### config.mk
export PLATFORM = sky130hd
export DESIGN_NAME = fcui_top
export DESIGN_NICKNAME = d
export VERILOG_FILES = /design/src/rtl/fcui_pkg.sv /design/src/rtl/fcui_decode.sv /design/src/rtl/fcui_seq.sv /design/src/rtl/fcui_modes.sv /design/src/rtl/fcui_status.sv /design/src/rtl/fcui_top.sv
export SDC_FILE = /design/constraint.sdc
export NUM_CORES = 1
export LEC_CHECK = 0
export BUFFER_PORTS_ARGS = -buffer_cell sky130_fd_sc_hd__buf_2
export CAP_MARGIN = 25
export CORE_MARGIN = 3
export CORE_UTILIZATION = 49
export DETAILED_ROUTE_END_ITERATION = 8
export PLACE_DENSITY_LB_ADDON = 0.3
export SYNTH_ARGS = -nofsm -noshare
export SYNTH_HDL_FRONTEND = slang
export SYNTH_SLANG_ARGS = --single-unit
### constraint.sdc
create_clock -name clk -period 2.2 [get_ports clk]
set_input_delay 0.44 -clock clk [delete_from_list [all_inputs] [get_ports clk]]
set_output_delay 0.44 -clock clk [all_outputs]
set_load 0.01 [all_outputs]
### src/rtl/fcui_pkg.sv
package fcui_pkg;

    typedef enum logic [1:0] {
        RM_ARRAY  = 2'd0,
        RM_STATUS = 2'd1,
        RM_IDENT  = 2'd2,
        RM_QUERY  = 2'd3
    } rmode_t;

    typedef enum logic [2:0] {
        C_NONE,
        C_MODE,
        C_CLR,
        C_PREG,
        C_CFG,
        C_BUF
    } cmd_cls_t;

    typedef enum logic [2:0] {
        S_IDLE,
        S_PREG,
        S_CFG,
        S_COUNT,
        S_DATA,
        S_CONF
    } seq_state_t;

    localparam logic [7:0] OP_ARRAY    = 8'hFF;
    localparam logic [7:0] OP_STATUS   = 8'h70;
    localparam logic [7:0] OP_IDENT    = 8'h90;
    localparam logic [7:0] OP_QUERY    = 8'h98;
    localparam logic [7:0] OP_CLR      = 8'h50;
    localparam logic [7:0] OP_PREG     = 8'hC0;
    localparam logic [7:0] OP_CFG      = 8'h60;
    localparam logic [7:0] OP_CFG_OK   = 8'h03;
    localparam logic [7:0] OP_BUF      = 8'hE8;
    localparam logic [7:0] OP_CONFIRM  = 8'hD0;

    localparam int         ERR_W       = 7;
    localparam logic [6:0] SEQ_ERR_SET = 7'b011_0000;

endpackage

### src/rtl/fcui_decode.sv
module fcui_decode
    import fcui_pkg::*;
(
    input  logic [7:0] opcode,
    output cmd_cls_t   cls,
    output rmode_t     mode
);

    always_comb begin
        cls  = C_NONE;
        mode = RM_ARRAY;
        unique case (opcode)
            OP_ARRAY:  begin cls = C_MODE; mode = RM_ARRAY;  end
            OP_STATUS: begin cls = C_MODE; mode = RM_STATUS; end
            OP_IDENT:  begin cls = C_MODE; mode = RM_IDENT;  end
            OP_QUERY:  begin cls = C_MODE; mode = RM_QUERY;  end
            OP_CLR:    cls = C_CLR;
            OP_PREG:   cls = C_PREG;
            OP_CFG:    cls = C_CFG;
            OP_BUF:    cls = C_BUF;
            default:   cls = C_NONE;
        endcase
    end

endmodule

### src/rtl/fcui_seq.sv
module fcui_seq
    import fcui_pkg::*;
#(
    parameter int          ADDR_W    = 24,
    parameter int          PART_CNT  = 8,
    parameter int          BUF_WORDS = 32,
    parameter logic [15:0] LOCK_OFS  = 16'h0080
) (
    input  logic                clk,
    input  logic                rst_n,
    input  logic                we,
    input  logic [ADDR_W-1:0]   addr,
    input  logic [15:0]         wdata,
    output logic                mode_we,
    output logic [$clog2(PART_CNT)-1:0] mode_part,
    output rmode_t              mode_val,
    output logic                clr_err,
    output logic                seq_err,
    output logic                req_prot,
    output logic                req_lock,
    output logic                req_cfg,
    output logic                req_word,
    output logic                req_buf,
    output logic [ADDR_W-1:0]   op_addr,
    output logic [15:0]         op_data
);

    localparam int PART_W = $clog2(PART_CNT);
    localparam int CNT_W  = (BUF_WORDS > 1) ? $clog2(BUF_WORDS) : 1;
    localparam logic [15:0]  CNT_MAX  = 16'(BUF_WORDS - 1);
    localparam logic [CNT_W:0] WORD_LIM = (CNT_W + 1)'(BUF_WORDS);

    typedef struct packed {
        seq_state_t          st;
        logic [ADDR_W-1:0]   tgt;
        logic [CNT_W-1:0]    cnt;
        logic [CNT_W-1:0]    left;
        logic                r_prot;
        logic                r_lock;
        logic                r_cfg;
        logic                r_word;
        logic                r_buf;
        logic [ADDR_W-1:0]   oa;
        logic [15:0]         od;
    } seq_reg_t;

    seq_reg_t seq_d, seq_q;
    cmd_cls_t dec_cls;
    rmode_t   dec_mode;

    fcui_decode u_dec (
        .opcode (wdata[7:0]),
        .cls    (dec_cls),
        .mode   (dec_mode)
    );

    always_comb begin
        seq_d        = seq_q;
        seq_d.r_prot = 1'b0;
        seq_d.r_lock = 1'b0;
        seq_d.r_cfg  = 1'b0;
        seq_d.r_word = 1'b0;
        seq_d.r_buf  = 1'b0;
        mode_we      = 1'b0;
        mode_part    = addr[ADDR_W-1 -: PART_W];
        mode_val     = RM_ARRAY;
        clr_err      = 1'b0;
        seq_err      = 1'b0;
        if (we) begin
            unique case (seq_q.st)
                S_IDLE: begin
                    unique case (dec_cls)
                        C_MODE: begin
                            mode_we  = 1'b1;
                            mode_val = dec_mode;
                        end
                        C_CLR: clr_err = 1'b1;
                        C_PREG: begin
                            mode_we   = 1'b1;
                            mode_val  = RM_STATUS;
                            seq_d.st  = S_PREG;
                            seq_d.tgt = addr;
                        end
                        C_CFG: seq_d.st = S_CFG;
                        C_BUF: begin
                            mode_we   = 1'b1;
                            mode_val  = RM_STATUS;
                            seq_d.st  = S_COUNT;
                            seq_d.tgt = addr;
                        end
                        default: ;
                    endcase
                end
                S_PREG: begin
                    seq_d.st = S_IDLE;
                    if (addr == seq_q.tgt) begin
                        if (addr[15:0] == LOCK_OFS) seq_d.r_lock = 1'b1;
                        else                        seq_d.r_prot = 1'b1;
                        seq_d.oa = addr;
                        seq_d.od = wdata;
                    end else begin
                        seq_err = 1'b1;
                    end
                end
                S_CFG: begin
                    seq_d.st = S_IDLE;
                    if (wdata[7:0] == OP_CFG_OK) begin
                        seq_d.r_cfg = 1'b1;
                        seq_d.oa    = addr;
                        seq_d.od    = addr[15:0];
                    end else begin
                        seq_err = 1'b1;
                    end
                end
                S_COUNT: begin
                    if ((addr != seq_q.tgt) || (wdata > CNT_MAX)) begin
                        seq_err  = 1'b1;
                        seq_d.st = S_IDLE;
                    end else begin
                        seq_d.cnt  = wdata[CNT_W-1:0];
                        seq_d.left = wdata[CNT_W-1:0];
                        seq_d.st   = S_DATA;
                    end
                end
                S_DATA: begin
                    seq_d.r_word = 1'b1;
                    seq_d.oa     = addr;
                    seq_d.od     = wdata;
                    if (seq_q.left == '0) seq_d.st = S_CONF;
                    else                  seq_d.left = seq_q.left - 1'b1;
                end
                S_CONF: begin
                    seq_d.st = S_IDLE;
                    if (wdata[7:0] == OP_CONFIRM) begin
                        seq_d.r_buf = 1'b1;
                        seq_d.oa    = seq_q.tgt;
                        seq_d.od    = 16'(seq_q.cnt);
                    end else begin
                        seq_err = 1'b1;
                    end
                end
                default: seq_d.st = S_IDLE;
            endcase
        end
    end

    always_ff @(posedge clk) begin
        if (!rst_n) seq_q <= '0;
        else        seq_q <= seq_d;
    end

    assign req_prot = seq_q.r_prot;
    assign req_lock = seq_q.r_lock;
    assign req_cfg  = seq_q.r_cfg;
    assign req_word = seq_q.r_word;
    assign req_buf  = seq_q.r_buf;
    assign op_addr  = seq_q.oa;
    assign op_data  = seq_q.od;

    // Checker state: buffer words issued since the sequencer last sat idle
    logic [CNT_W:0] chk_words_q;
    always_ff @(posedge clk) begin
        if (!rst_n)                 chk_words_q <= '0;
        else if (seq_q.st == S_IDLE) chk_words_q <= '0;
        else if (req_word)          chk_words_q <= chk_words_q + (CNT_W + 1)'(1);
    end

    a_r12_one_request: assert property (@(posedge clk) disable iff (!rst_n)
        $onehot0({req_prot, req_lock, req_cfg, req_word, req_buf}));

    a_r12_reg_pulse: assert property (@(posedge clk) disable iff (!rst_n)
        (req_prot || req_lock || req_cfg) |=> !(req_prot || req_lock || req_cfg));

    a_r8_err_ends_seq: assert property (@(posedge clk) disable iff (!rst_n)
        seq_err |=> (seq_q.st == S_IDLE));

    a_r7_word_limit: assert property (@(posedge clk) disable iff (!rst_n)
        chk_words_q <= WORD_LIM);

    a_r9_buf_needs_words: assert property (@(posedge clk) disable iff (!rst_n)
        req_buf |-> $past(seq_q.st) == S_CONF);

endmodule

### src/rtl/fcui_modes.sv
module fcui_modes
    import fcui_pkg::*;
#(
    parameter int PART_CNT = 8
) (
    input  logic                        clk,
    input  logic                        rst_n,
    input  logic                        wr_en,
    input  logic [$clog2(PART_CNT)-1:0] wr_part,
    input  rmode_t                      wr_val,
    output logic [2*PART_CNT-1:0]       modes
);

    rmode_t mode_d [PART_CNT];
    rmode_t mode_q [PART_CNT];

    always_comb begin
        for (int p = 0; p < PART_CNT; p++) begin
            mode_d[p] = mode_q[p];
        end
        if (wr_en) mode_d[wr_part] = wr_val;
    end

    always_ff @(posedge clk) begin
        for (int p = 0; p < PART_CNT; p++) begin
            if (!rst_n) mode_q[p] <= RM_ARRAY;
            else        mode_q[p] <= mode_d[p];
        end
    end

    for (genvar g = 0; g < PART_CNT; g++) begin : g_part
        assign modes[2*g +: 2] = mode_q[g];

        a_r2_other_part_hold: assert property (@(posedge clk) disable iff (!rst_n)
            (wr_en && (wr_part != g)) |=> $stable(modes[2*g +: 2]));
    end

    a_r3_no_write_hold: assert property (@(posedge clk) disable iff (!rst_n)
        !wr_en |=> $stable(modes));

endmodule

### src/rtl/fcui_status.sv
module fcui_status
    import fcui_pkg::*;
(
    input  logic             clk,
    input  logic             rst_n,
    input  logic             clr,
    input  logic             seq_err,
    input  logic [ERR_W-1:0] wsm_err,
    input  logic             wsm_ready,
    output logic [7:0]       status
);

    typedef struct packed {
        logic [ERR_W-1:0] err;
    } st_reg_t;

    st_reg_t st_d, st_q;

    always_comb begin
        st_d = st_q;
        if (clr) st_d.err = '0;
        st_d.err = st_d.err | wsm_err | (seq_err ? SEQ_ERR_SET : '0);
    end

    always_ff @(posedge clk) begin
        if (!rst_n) st_q <= '0;
        else        st_q <= st_d;
    end

    assign status = {wsm_ready, st_q.err};

    a_r10_sticky: assert property (@(posedge clk) disable iff (!rst_n)
        !clr |=> ((status[6:0] & $past(status[6:0])) == $past(status[6:0])));

    a_r10_clear: assert property (@(posedge clk) disable iff (!rst_n)
        (clr && (wsm_err == '0) && !seq_err) |=> (status[6:0] == '0));

    a_r5_seq_flag: assert property (@(posedge clk) disable iff (!rst_n)
        seq_err |=> (status[5] && status[4]));

endmodule

### src/rtl/fcui_top.sv
module fcui_top
    import fcui_pkg::*;
#(
    parameter int          ADDR_W    = 24,
    parameter int          PART_CNT  = 8,
    parameter int          BUF_WORDS = 32,
    parameter logic [15:0] LOCK_OFS  = 16'h0080
) (
    input  logic                  clk,
    input  logic                  rst_n,
    input  logic                  bus_we,
    input  logic [ADDR_W-1:0]     bus_addr,
    input  logic [15:0]           bus_wdata,
    input  logic                  wsm_ready,
    input  logic [6:0]            wsm_err,
    output logic [2*PART_CNT-1:0] part_mode,
    output logic                  req_prot_pgm,
    output logic                  req_lock_pgm,
    output logic                  req_cfg_pgm,
    output logic                  req_buf_word,
    output logic                  req_buf_pgm,
    output logic [ADDR_W-1:0]     op_addr,
    output logic [15:0]           op_data,
    output logic [7:0]            status
);

    localparam int PART_W = $clog2(PART_CNT);

    logic              mode_we;
    logic [PART_W-1:0] mode_part;
    rmode_t            mode_val;
    logic              clr_err;
    logic              seq_err;

    fcui_seq #(
        .ADDR_W    (ADDR_W),
        .PART_CNT  (PART_CNT),
        .BUF_WORDS (BUF_WORDS),
        .LOCK_OFS  (LOCK_OFS)
    ) u_seq (
        .clk       (clk),
        .rst_n     (rst_n),
        .we        (bus_we),
        .addr      (bus_addr),
        .wdata     (bus_wdata),
        .mode_we   (mode_we),
        .mode_part (mode_part),
        .mode_val  (mode_val),
        .clr_err   (clr_err),
        .seq_err   (seq_err),
        .req_prot  (req_prot_pgm),
        .req_lock  (req_lock_pgm),
        .req_cfg   (req_cfg_pgm),
        .req_word  (req_buf_word),
        .req_buf   (req_buf_pgm),
        .op_addr   (op_addr),
        .op_data   (op_data)
    );

    fcui_modes #(
        .PART_CNT (PART_CNT)
    ) u_modes (
        .clk     (clk),
        .rst_n   (rst_n),
        .wr_en   (mode_we),
        .wr_part (mode_part),
        .wr_val  (mode_val),
        .modes   (part_mode)
    );

    fcui_status u_status (
        .clk       (clk),
        .rst_n     (rst_n),
        .clr       (clr_err),
        .seq_err   (seq_err),
        .wsm_err   (wsm_err),
        .wsm_ready (wsm_ready),
        .status    (status)
    );

endmodule

### Word-level counts from Yosys, hierarchy flattened

Memories as Yosys holds them, arrays and structs flattened.
Cells that the tools add are included.

| storage, ports and cells | value |
|---|---|
| memory bits (read-only) | 0 |
| RAM bits | 16 |
| memories kept | 1 |
| output and inout bits | 69 |
| word-level logic and storage cells | 125 |
| register bits after elaboration | 89 |
| bits in latches | 0 |
| input port bits | 51 |

| cells by class | value |
|---|---|
| shift operators | 0 |
| reduce and logical (&&, ||, !) cells | 18 |
| div/mod/pow operators | 0 |
| mux-type cells | 48 |
| bitwise operators | 12 |
| eq/ne operators | 30 |
| multiply operators | 0 |
| add/subtract/negate cells | 1 |
| magnitude comparators | 3 |

Memories:

| memory | words | bits a word | read ports | clocked after memory_dff | write ports | RTL line | source |
|---|---|---|---|---|---|---|---|
| u_modes.mode_q | 8 | 2 | 8 | 0 | 8 | fcui_modes.sv:15 | `rmode_t mode_q [PART_CNT];` |

Operator list:

| cell | count |
|---|---|
| 40-bit one-hot mux with 4 select lines | 1 |
| 40-bit 2-to-1 mux | 2 |
| 8-bit == test, second input constant | 6 |
| 41-bit 2-to-1 mux | 1 |
| 24-bit == test | 1 |
| 8-bit by 7-bit == test with 1-bit output, second input constant | 3 |
| 24-bit inequality test | 1 |
| 2-bit 2-to-1 mux | 11 |
| 3-bit one-hot mux with 3 select lines | 2 |
| 1-bit 2-to-1 mux | 17 |
| 16-bit bitwise mux | 1 |
| 16-bit by 8-bit == test with 1-bit output, second input constant | 1 |
| 16-bit by 5-bit greater-than comparator with 1-bit output, second input constant | 1 |
| 16-bit 2-to-1 mux | 1 |
| 3-bit one-hot mux with 5 select lines | 1 |
| 3-bit AND reduction | 5 |
| 7-bit OR | 2 |
| 3-bit by 2-bit == test with 1-bit output, second input constant | 4 |
| 3-bit == test, second input constant | 4 |
| 5-bit 2-to-1 mux | 2 |
| 5-bit one-hot mux with 2 select lines | 1 |
| 8-bit by 2-bit == test with 1-bit output, second input constant | 1 |
| 2-bit by 1-bit inequality test with 1-bit output, second input constant | 4 |
| 1-bit OR | 8 |
| 27 further kinds | 31 |

### Logic depth before layout (Yosys ltp)

| logic depth | value |
|---|---|
| depth in word-level cells | 11 |
| depth in mapped cells | 8 |

### Cells and area by module

From an unflattened synthesis, not the netlist that was laid out.

| unflattened totals | value |
|---|---|
| cells, all modules | 933 |
| area, all modules | 7494.7 µm² |

By module, submodules not included:

| module | area an instance (µm²) | cells an instance | instances |
|---|---|---|---|
| fcui_seq | 6423.7 | 826 | 1 |
| fcui_modes | 651.9 | 60 | 1 |
| fcui_status | 246.5 | 22 | 1 |
| fcui_decode | 172.7 | 25 | 1 |

### Worst setup path before layout

No wires, ideal clock.

| timing | value |
|---|---|
| path kind | input to register |
| start point | input bus_wdata[1] |
| end point | memory u_modes.mode_q[0][4] in the netlist's numbering |
| arrival time | 2085 ps |
| path slack | 39 ps |
| library setup time | 77 ps |
| stages on the path | 7 |
| buffers on the path | 1 |
| cell sequence | clkbuf_1 nor4b_2 nor3b_2 nand3_2 o21a_1 nor4b_2 mux2i_1 |

RTL lines:

| what | RTL line | source |
|---|---|---|
| start: declaration | fcui_top.sv:13 | `input logic [15:0] bus_wdata,` |
| end: declaration | fcui_modes.sv:15 |  |

### Worst setup path after layout

| timing | value |
|---|---|
| start point | register u_seq.seq_q[61] in the netlist's numbering |
| end point | register u_seq.seq_q[50] in the netlist's numbering |

| on the way | value |
|---|---|
| longest elaborated chain between the ends | 4 |

Ends and longest elaborated chain:

| what | RTL line | source |
|---|---|---|
| start: declaration | fcui_seq.sv:47 | `seq_reg_t seq_d, seq_q;` |
| start signal: assignment | fcui_seq.sv:149 | `else seq_q <= seq_d;` |
| 24-bit inequality test | fcui_seq.sv:116 | `if ((addr != seq_q.tgt) \|\| (wdata > CNT_MAX)) begin` |
| 1-bit logical OR | fcui_seq.sv:116 |  |
| 1-bit inverter (no line) | n/a |  |
| 3-bit AND reduction (no line) | n/a |  |

Every way passes these cells.
A chain may end at the register's enable or synchronous reset.

==> results.md <==
- Final hold violation count: 0
- PD cells: ~550 mW/mm^2
- Flops & latches, synth: 105
- Post-synth net total: 656
- Mapped Area: 0.00521 mm^2
- GPL Wtd Cong: approximately 0.89
- CTS Buf Count: 9
- Worst Hold Class: primary input to register
- Wirelength per Cell: around 17 um
- Cells after Synth: 603
- Final Cell Area: roughly 0.0065 mm^2
- Flop pwr share: around 54%
- Largest cells by area after synthesis: dfxtp_1 40%, mux2i_1 8.6%, buf_4 5.9%
- I/O Buffers: 117
- Max-cap violations: 0
- Clock Latency Late Sink: 0.37 ns
- Vias: 4961
- Worst-path clk slew: 0.11 ns
- # setup viols final: 40
- Worst IR Drop VDD: ~0.29 mV
- Worst hold stages: 3
- Startpoint Class: register
- Post-layout nets: 778
- Async SR Flop Fraction: 0%
- Switching power: 906 uW
- Max Transition Viols Final: 0
- Status: complete, but fails checks
- Violated checks: negative setup slack
- Register area share after synthesis: 40.3%
- Area growth from synthesis to layout: 23.9%
- Placed cells: 849
- Core ar.: ~0.010 mm^2
- Routed wire length: around 15000 um
- Worst EP arrival: 2.57 ns
- CP endpoint kind: register
- Dpl hpwl: 11100 um
- Hold-fix buffers, CTS: 0
- DRT Pass-1 Iters: 5
- Minimum setup slack in the final design: -0.0633 ns
- Total internal power: 2.65 mW
- Unrepaired setup endpoints after global routing: yes
- Yosys top cell by area: dfxtp_1
- Sinks on Clock Net: 105
- Die span in x: 109 um
- Top post-synthesis cells by count: 105 x dfxtp_1, 73 x nand2_1, 48 x nor2_1
- GRT Total Usage: 25.3%
- Switching share of power: 25.5%
- Drt via density: 5.73
- Largest net degree at the start of global routing: 41
- Worst Tran Pin Value: 0.703 ns
- Critical path fanouts, max: 5
- Min Tclk post-route: 2.26 ns
- Fmax achieved: 0.442 GHz
- Die height: about 110 um
- Yosys top cell area share: 40.3%
- Ports: between 100 and 150
- Die area: 0.0119 mm^2
- Fraction of layout cells with a size suffix above 1: 34.0%
- Antenna-violating nets left: 0
- Ys Warns: 0
- 1st-iter DRT viols: 386
- CTS tree: yes
- Non-filler instance count after layout: 866
- Syn_area_per_cell: 8.64 um^2
- Primary FF master, synth: dfxtp_1
- Critical path required time: 2.51 ns
- Overflow after GRT: 0
- Setup TNS Final: -0.872 ns
- DRC: 0
- Vias in the first global route: 4818
- Clock power share: 35.5%
- Reg2reg path depth: 7
- Clk root buf: clkbuf_8
- Area post-placement: 0.00611 mm^2
- Top-count cell post-synth: dfxtp_1
- Initial Util: 50.5%
- Global-route wire length before repair: 23700 um
- Max Clock Skew: roughly 0.0095 ns
- EDFF count, synth: 0
- Worst slew margin: 53.0%
- Clk buf depth: 2
- Design Power: 3.55 mW
- Initial antenna violation count: 0
- Crit share post-route: 103%
- Leak: 3.03 nW
- Unique masters post-synth: between 50 and 60
- Critical setup path kind: register to register
- Finished Core Util: 62.6%
- FP Rows: 37
- Gate power share: 10.4%
- Ant diodes: 0
- CTS H-tree depth: 3
-- area by class of cell --
cell class	instances	area (um^2)
Sequential cell	105	2100
Clock inverter	6	73.8
Inverter	3	11.3
Tap cell	136	170
Multi-Input combinational cell	406	2720
Fill cell	898	3870
Timing Repair Buffer	200	1240
Clock buffer	10	138
-- worst max-delay path, cell delays in order (launching register included) --
cell     delay [ns]
dfxtp_2        0.34
xor2_1         0.16
nor4_2         0.31
buf_4          0.16
nand4_1        0.12
or4_4          0.60
or3b_1         0.37
a21oi_1        0.13
-- power by group through the flow --
stage	combinational [mW]	clock [mW]	sequential [mW]
detailed placement	0.358	0	1.97
CTS	0.363	1.29	1.92
floorplan	0.163	0	1.97
finish	0.370	1.26	1.92
global placement	0.352	0	1.96
global route	0.399	1.36	1.92
-- timing repair --
action / CTS / global route
hold endpoints to repair: 0 / 0
buffers inserted: 0 / 1
setup endpoints to repair: 50 / 55
gates resized for setup: 10 / 14
pin swaps: 3 / 6
-- stage by stage --
stage	hold slack, ns	setup WS (ns)
2_1_floorplan	0.432	0.0387
3_3_place_gp	0.442	-0.268
3_5_place_dp	0.443	-0.306
4_1_cts	0.260	0.00222
5_1_grt	0.258	-0.149
6_report	0.277	-0.0633
-- cell families (layout without fill, tap and decap cells) --
kind of cell	after synthesis	after routing	share of synthesized area (%)
flops	105	105	40.3
compound gates	129	129	16.5
fa+ha+maj	2	2	0.480
mux	45	45	8.65
simple gates	203	203	19.7
buf+inv	92	219	9.85
xor+xnor	27	27	4.54
-- routing by layer --
| layer | share of wire [%] | GRT usage, % |
|---|---|---|
| met5 | 0 | 0 |
| met3 | 5.6 | 4.09 |
| met2 | 49 | 43.1 |
| met1 | 44 | 32.4 |
| met4 | 2.1 | 8.48 |
-- worst paths after layout --
path,startpoint,to,slack [ns]
worst max-delay path,u_seq.seq_q[61],u_seq.seq_q[50],-0.06
worst min-delay path,wsm_err[6],u_status.st_q[6],0.28
worst max register to register,u_seq.seq_q[61],u_seq.seq_q[50],-0.06
worst min register to register,u_seq.seq_q[50],u_seq.seq_q[50],0.46
-- state kept, by name, summed over array words and instances, names as in the netlist, 7 cells and up --
signal and count:
u_seq.op_addr 24, u_status.st_q 7, u_seq.op_data 16, u_modes.mode_q 16
u_seq.seq_q 37
-- placed cells by master (no fill, tap or decap), types with 3 or more instances in the layout --
cell type  instances
a21oi_1           22
a22oi_1           36
buf_2            117
buf_4             79
clkbuf_8          10
dfxtp_1          103
mux2i_1           45
nand2_1           73
nand2b_1           5
nand3_1           12
nand4_1           12
nand4b_1           3
nor2_1            47
nor3_1             7
nor3b_1            3
nor4_1            10
nor4_2             4
nor4b_1            5
nor4b_2            3
o21ai_0            6
o22ai_1           36
o22ai_2            9
xor2_1            25
Power figures use the tool's default switching activity.
